--- src/rtl/fs_pkg.sv ---
package fs_pkg;
  typedef enum logic [1:0] {
    PG_NONE = 2'b00,
    PG_95   = 2'b01,
    PG_60   = 2'b10
  } pg_code_e;

  localparam int unsigned N_CAUSE = 5;
  localparam int unsigned C_OC = 0;
  localparam int unsigned C_SC = 1;
  localparam int unsigned C_OV = 2;
  localparam int unsigned C_UV = 3;
  localparam int unsigned C_OT = 4;
endpackage

--- src/rtl/fs_oc_qual.sv ---
module fs_oc_qual #(
  parameter int unsigned LIM = 2500
) (
  input  logic clk_i,
  input  logic rst_ni,
  input  logic clr_i,
  input  logic pulse_i,
  input  logic over_i,
  output logic trip_o
);
  localparam int unsigned CW = $clog2(LIM + 1);

  logic          armed_q;
  logic [CW-1:0] cnt_q;
  logic          clean;

  assign clean  = pulse_i && !over_i;
  assign trip_o = armed_q && !clean && (cnt_q == CW'(LIM - 1));

  always_ff @(posedge clk_i or negedge rst_ni) begin
    if (!rst_ni) begin
      armed_q <= 1'b0;
      cnt_q   <= '0;
    end else if (clr_i || clean || trip_o) begin
      armed_q <= 1'b0;
      cnt_q   <= '0;
    end else if (armed_q) begin
      cnt_q   <= cnt_q + 1'b1;
    end else if (pulse_i && over_i) begin
      armed_q <= 1'b1;
      cnt_q   <= '0;
    end
  end

  p_restart_r2: assert property (@(posedge clk_i) disable iff (!rst_ni)
    (armed_q && pulse_i && !over_i) |=> !armed_q);
  p_cnt_bound_r1: assert property (@(posedge clk_i) disable iff (!rst_ni)
    armed_q |-> (cnt_q < CW'(LIM)));
endmodule

--- src/rtl/fs_sc_filter.sv ---
module fs_sc_filter #(
  parameter int unsigned LIM = 250
) (
  input  logic clk_i,
  input  logic rst_ni,
  input  logic clr_i,
  input  logic sc_i,
  output logic trip_o
);
  localparam int unsigned CW = $clog2(LIM + 1);

  logic [CW-1:0] cnt_q;

  assign trip_o = sc_i && (cnt_q == CW'(LIM - 1));

  always_ff @(posedge clk_i or negedge rst_ni) begin
    if (!rst_ni)                    cnt_q <= '0;
    else if (clr_i || !sc_i || trip_o) cnt_q <= '0;
    else                            cnt_q <= cnt_q + 1'b1;
  end

  p_drop_resets_r3: assert property (@(posedge clk_i) disable iff (!rst_ni)
    !sc_i |=> !trip_o);
endmodule

--- src/rtl/fs_fault_regs.sv ---
module fs_fault_regs
  import fs_pkg::*;
(
  input  logic               clk_i,
  input  logic               rst_ni,
  input  logic               en_i,
  input  logic               por_ok_i,
  input  logic               oc_trip_i,
  input  logic               sc_trip_i,
  input  logic               ov_rise_i,
  input  logic               ov_fall_i,
  input  logic               uv_i,
  input  logic               ot_rise_i,
  input  logic               ot_hys_i,
  output logic [N_CAUSE-1:0] cause_o,
  output logic               lg_on_o
);
  logic oc_q, sc_q, ov_q, uv_q, ot_q, lg_q;
  logic clr_por, clr_en;

  assign clr_por = !por_ok_i;
  assign clr_en  = !en_i || !por_ok_i;

  always_ff @(posedge clk_i or negedge rst_ni) begin
    if (!rst_ni) begin
      oc_q <= 1'b0; sc_q <= 1'b0; uv_q <= 1'b0; ot_q <= 1'b0;
    end else if (clr_en) begin
      oc_q <= 1'b0; sc_q <= 1'b0; uv_q <= 1'b0; ot_q <= 1'b0;
    end else begin
      if (oc_trip_i) oc_q <= 1'b1;
      if (sc_trip_i) sc_q <= 1'b1;
      if (uv_i)      uv_q <= 1'b1;
      if (ot_rise_i)     ot_q <= 1'b1;
      else if (ot_hys_i) ot_q <= 1'b0;
    end
  end

  // overvoltage survives enable low; low-side clamp tracks hysteresis
  always_ff @(posedge clk_i or negedge rst_ni) begin
    if (!rst_ni) begin
      ov_q <= 1'b0; lg_q <= 1'b0;
    end else if (clr_por) begin
      ov_q <= 1'b0; lg_q <= 1'b0;
    end else begin
      if (ov_rise_i)      begin ov_q <= 1'b1; lg_q <= 1'b1; end
      else if (ov_fall_i) lg_q <= 1'b0;
    end
  end

  assign cause_o = {ot_q, uv_q, ov_q, sc_q, oc_q};
  assign lg_on_o = lg_q;

  p_ov_hold_r4: assert property (@(posedge clk_i) disable iff (!rst_ni)
    (ov_q && por_ok_i) |=> ov_q);
  p_uv_blank_r7: assert property (@(posedge clk_i) disable iff (!rst_ni)
    (!en_i || !por_ok_i) |=> !uv_q);
  p_ot_clear_r9: assert property (@(posedge clk_i) disable iff (!rst_ni)
    (ot_hys_i && !ot_rise_i) |=> !ot_q);
  p_lg_fall_r5: assert property (@(posedge clk_i) disable iff (!rst_ni)
    (ov_fall_i && !ov_rise_i) |=> !lg_q);
endmodule

--- src/rtl/fault_supervisor.sv ---
module fault_supervisor
  import fs_pkg::*;
#(
  parameter int unsigned CYC_PER_US    = 125,
  parameter int unsigned OC_WINDOW_US  = 20,
  parameter int unsigned SC_FILTER_US  = 2
) (
  input  logic       clk_i,
  input  logic       rst_ni,
  input  logic       en_i,
  input  logic       por_ok_i,
  input  logic       pwm_pulse_i,
  input  logic       oc_over_i,
  input  logic       sc_over_i,
  input  logic       ov_rise_i,
  input  logic       ov_fall_i,
  input  logic       uv_i,
  input  logic       ot_rise_i,
  input  logic       ot_hys_i,
  output logic       pwm_run_o,
  output logic       gate_hold_o,
  output logic       lg_force_o,
  output logic       pg_pull_o,
  output logic [1:0] pg_code_o,
  output logic [4:0] fault_cause_o,
  output logic       latched_o
);
  localparam int unsigned OC_LIM = OC_WINDOW_US * CYC_PER_US;
  localparam int unsigned SC_LIM = SC_FILTER_US * CYC_PER_US;

  logic               oc_trip, sc_trip, lg_on, tmr_clr, latched, pull95;
  logic [N_CAUSE-1:0] cause;

  assign tmr_clr = !en_i || !por_ok_i || latched;

  fs_oc_qual #(.LIM(OC_LIM)) i_oc (
    .clk_i, .rst_ni, .clr_i(tmr_clr),
    .pulse_i(pwm_pulse_i), .over_i(oc_over_i), .trip_o(oc_trip)
  );

  fs_sc_filter #(.LIM(SC_LIM)) i_sc (
    .clk_i, .rst_ni, .clr_i(tmr_clr), .sc_i(sc_over_i), .trip_o(sc_trip)
  );

  fs_fault_regs i_regs (
    .clk_i, .rst_ni, .en_i, .por_ok_i,
    .oc_trip_i(oc_trip), .sc_trip_i(sc_trip),
    .ov_rise_i, .ov_fall_i, .uv_i, .ot_rise_i, .ot_hys_i,
    .cause_o(cause), .lg_on_o(lg_on)
  );

  assign pull95  = cause[C_OC] | cause[C_SC] | cause[C_UV];
  assign latched = pull95 | cause[C_OV];

  always_comb begin
    if (cause[C_OV]) pg_code_o = PG_60;
    else if (pull95) pg_code_o = PG_95;
    else             pg_code_o = PG_NONE;
  end

  assign pwm_run_o     = en_i && por_ok_i && !latched && !cause[C_OT];
  assign gate_hold_o   = !pwm_run_o;
  assign lg_force_o    = cause[C_OV] && lg_on;
  assign pg_pull_o     = latched;
  assign fault_cause_o = cause;
  assign latched_o     = latched;

  p_ot_stops_pwm_r8: assert property (@(posedge clk_i) disable iff (!rst_ni)
    fault_cause_o[C_OT] |-> (gate_hold_o && !pwm_run_o));
  p_ov_holds_gates_r5: assert property (@(posedge clk_i) disable iff (!rst_ni)
    fault_cause_o[C_OV] |-> gate_hold_o);
  p_code_valid_r10: assert property (@(posedge clk_i) disable iff (!rst_ni)
    $onehot0(pg_code_o) && (pg_pull_o == (pg_code_o != PG_NONE)));
  p_lg_only_ov_r5: assert property (@(posedge clk_i) disable iff (!rst_ni)
    lg_force_o |-> fault_cause_o[C_OV]);
endmodule

--- config.mk ---
export PLATFORM = sky130hd
export DESIGN_NAME = fault_supervisor
export DESIGN_NICKNAME = d
export VERILOG_FILES = /design/src/rtl/fs_pkg.sv /design/src/rtl/fs_oc_qual.sv /design/src/rtl/fs_sc_filter.sv /design/src/rtl/fs_fault_regs.sv /design/src/rtl/fault_supervisor.sv
export SDC_FILE = /design/constraint.sdc
export NUM_CORES = 1
export LEC_CHECK = 0
export BUFFER_PORTS_ARGS = -buffer_cell sky130_fd_sc_hd__buf_2
export CAP_MARGIN = 20
export CORE_MARGIN = 2
export CORE_UTILIZATION = 55
export DETAILED_ROUTE_END_ITERATION = 16
export HOLD_SLACK_MARGIN = 0.1
export MAX_ROUTING_LAYER = met4
export PLACE_DENSITY = 0.89
export SLEW_MARGIN = 25
export SYNTH_ARGS = -nofsm -noshare
export SYNTH_HDL_FRONTEND = slang
export SYNTH_SLANG_ARGS = --single-unit
--- constraint.sdc ---
create_clock -name clk_i -period 2.75 [get_ports clk_i]
set_clock_uncertainty 0.05 [all_clocks]
set_input_delay 0.55 -clock clk_i [delete_from_list [all_inputs] [get_ports clk_i]]
set_output_delay 0.55 -clock clk_i [all_outputs]
set_load 0.02 [all_outputs]
==> results.json <==
{
  "area_growth_syn_to_layout_pct": 7.37,
  "h-tree-depth": 1,
  "timing.hold.ws_ps": 170,
  "power_density_nw_per_um2": 391,
  "cts_setup_buffers": 0,
  "required_ps": 2150,
  "cap_violations": 0,
  "hold_violations": 0,
  "die_y_um": 56.4,
  "tritoncts": "yes",
  "routabilityCongestion": 0.836,
  "post-route-period-util": 0.908,
  "core_area_um2": 2690,
  "fin_cells": 209,
  "numCtsBuffers": 3,
  "num_vias": 1202,
  "die_area_um2": 3180,
  "cts_resized": 0,
  "antenna_found_initial": 0,
  "viasPerCell": 5.75,
  "syn_area_um2": 1510,
  "relSlewSlack": 0.596,
  "peakVddDrop_uv": 301,
  "yosysTopAreaCellShare": 0.447,
  "rsz0062_at_grt": "no",
  "path_clk_slew_ps": 130,
  "ant_nets": 0,
  "ys_types": 37,
  "clk_path_buf_depth": 2,
  "grt_usage": 0.228,
  "yosysTopAreaCell": "dfrtp_1",
  "grt_overflow": 0,
  "clk-insertion-delay-late_ps": 310,
  "hold_class": "in -> async",
  "place_area_um2": 1600,
  "synth_edf_count": 0,
  "tightest_slew_ps": 606,
  "first_pass_iters": 4,
  "synth_seq_area_share": 0.447,
  "grt_pass1_vias": 1198,
  "grt_pass1_wl_mm": 5.57,
  "grt_max_degree": 28,
  "status": "completed",
  "hpwl_mm": 2.28,
  "drc": 0,
  "drive_above_1_share": 0.230,
  "crit_type": "reg -> out",
  "cp.arrival_ps": 1900,
  "root_buffer": "clkbuf_4",
  "die_x_um": 56.4,
  "synth_nets": 177,
  "synth_area_leaders": "dfrtp_1 45%, nand2_1 7.0%, o221ai_1 4.1%, buf_4 3.5%, xnor2_1 3.5%",
  "nFillCells": 245,
  "endpoint_kind": "output pin",
  "maxSlewViolCount": 0,
  "fin_area_um2": 1620,
  "setup_viol": 0,
  "yosysWarnings": 0,
  "synth_seq_cells": 27,
  "p_leak_nw": 0.741,
  "synth_cells": 162,
  "finalNetCount": 194,
  "hold_buffers": 0,
  "synth.avg_cell_area_um2": 9.32,
  "io_buffers": 23,
  "insertedDiodeCount": 0,
  "synthFlopType": "dfrtp_1",
  "worst-path-max-fanout": 4,
  "wire_per_inst_um": 14.9,
  "rows": 19,
  "io_pins": 24,
  "max_freq_mhz": 401,
  "placedCellCount": 205,
  "wirelength_mm": 3.12,
  "synthArstFlopShare": 1.00,
  "clkSinkCount": 27,
  "min_period_ps": 2500,
  "reg2reg_depth": 5,
  "start_kind": "register",
  "drtIter0Drc": 73,
  "fin_setup_tns_ps": 0,
  "start_util": 0.562
}
==> report_power, final <==
group / switching [mW] / internal [mW]
Combinational: 0.0401 / 0.0221
Clock: 0.109 / 0.0567
Sequential: 0.00419 / 0.401
==> worst max-delay path: stages, from the launching register on <==
cell and delay [ps]:
dfrtp_1 430, or4_1 570, or3_1 380, inv_1 60, buf_2 150
==> state kept, by name (all words and copies together) (netlist names) <==
name            count
i_oc.cnt_q         12
i_sc.cnt_q          8
i_oc.armed_q        1
i_regs.lg_on_o      1
i_regs.oc_q         1
i_regs.ot_q         1
i_regs.ov_q         1
i_regs.sc_q         1
i_regs.uv_q         1
==> cells in the mapped netlist, types with 2 or more instances <==
cell and number:
nand3_1 7, nand4_1 2, nand2_1 28, nor4_1 4, nor2b_1 3, nor3_1 5
and2_1 3, nor4b_1 2, o21ai_1 4, o21a_1 4, nor2_1 12, dfrtp_1 27
inv_1 5, o221ai_1 7, a21oi_1 2, clkbuf_1 4, o31a_1 2, xor2_1 2
xnor2_1 6, buf_4 7, ha_1 3, nor2_2 8
==> path summary, 6_finish.rpt <==
check / start / end / slack (ps)
min: rst_ni / i_regs.sc_q / 170
max: i_regs.sc_q / pwm_run_o / 250
min in group clk_i: uv_i / i_regs.uv_q / 390
max reg2reg: i_regs.sc_q / i_oc.cnt_q[8] / 530
max in group asynchronous: rst_ni / i_oc.cnt_q[11] / 2090
min reg2reg: i_sc.cnt_q[0] / i_sc.cnt_q[0] / 460
==> layout make-up <==
class | instances | area (um2) | share of cell area
Clock buffer | 4 | 26.3 | 0.0162
Tap cell | 31 | 38.8 | 0.0239
Inverter | 5 | 18.8 | 0.0116
Sequential cell | 27 | 676 | 0.417
Multi-Input combinational cell | 117 | 732 | 0.451
Timing Repair Buffer | 25 | 130 | 0.0802
==> per-stage QoR <==
step           setup WS, ps  utilization  power (mW)
3_5_place_dp            588        0.594       0.475
2_1_floorplan           405            -       0.451
5_1_grt                 165        0.604       0.664
6_report                254        0.604       0.633
3_3_place_gp            642        0.594       0.473
4_1_cts                 250        0.604       0.638
==> layer usage <==
metal  share of wire  vias up  GRT usage  routed length [um]
met5               0        -          -                   0
met4           0.013        0     0.0680                  42
met3           0.031        6     0.0253                  97
met2            0.53       27      0.388                1650
met1            0.43      582      0.288                1320
li1                -      587          -                   -
==> layout by cell type (no fill, tap or decap), types with 2 or more instances in the layout <==
| cell | instances |
|---|---|
| nand2_1 | 28 |
| dfrtp_1 | 27 |
| buf_2 | 23 |
| nor2_1 | 12 |
| nor2_2 | 8 |
| nand3_1 | 7 |
| o221ai_1 | 7 |
| xnor2_1 | 6 |
| inv_1 | 5 |
| nor3_1 | 5 |
| nor4_1 | 4 |
| o21a_1 | 4 |
| o21ai_1 | 4 |
| and2_1 | 3 |
| nor2b_1 | 3 |
| ha_1 | 3 |
| clkbuf_4 | 3 |
| nand4_1 | 2 |
| xor2_1 | 2 |
| nor4b_1 | 2 |
| a21oi_1 | 2 |
| o31a_1 | 2 |
| buf_4 | 2 |
==> kinds of logic after synthesis <==
logic type,count (synthesis),share of synthesized area
mux,1,0.00663
xor+xnor,8,0.0464
fa+ha+maj,3,0.0249
compound gates,23,0.116
buf+inv,18,0.0679
simple gates,82,0.291
flops,27,0.447
No activity file was read; power rests on OpenSTA's default activity.
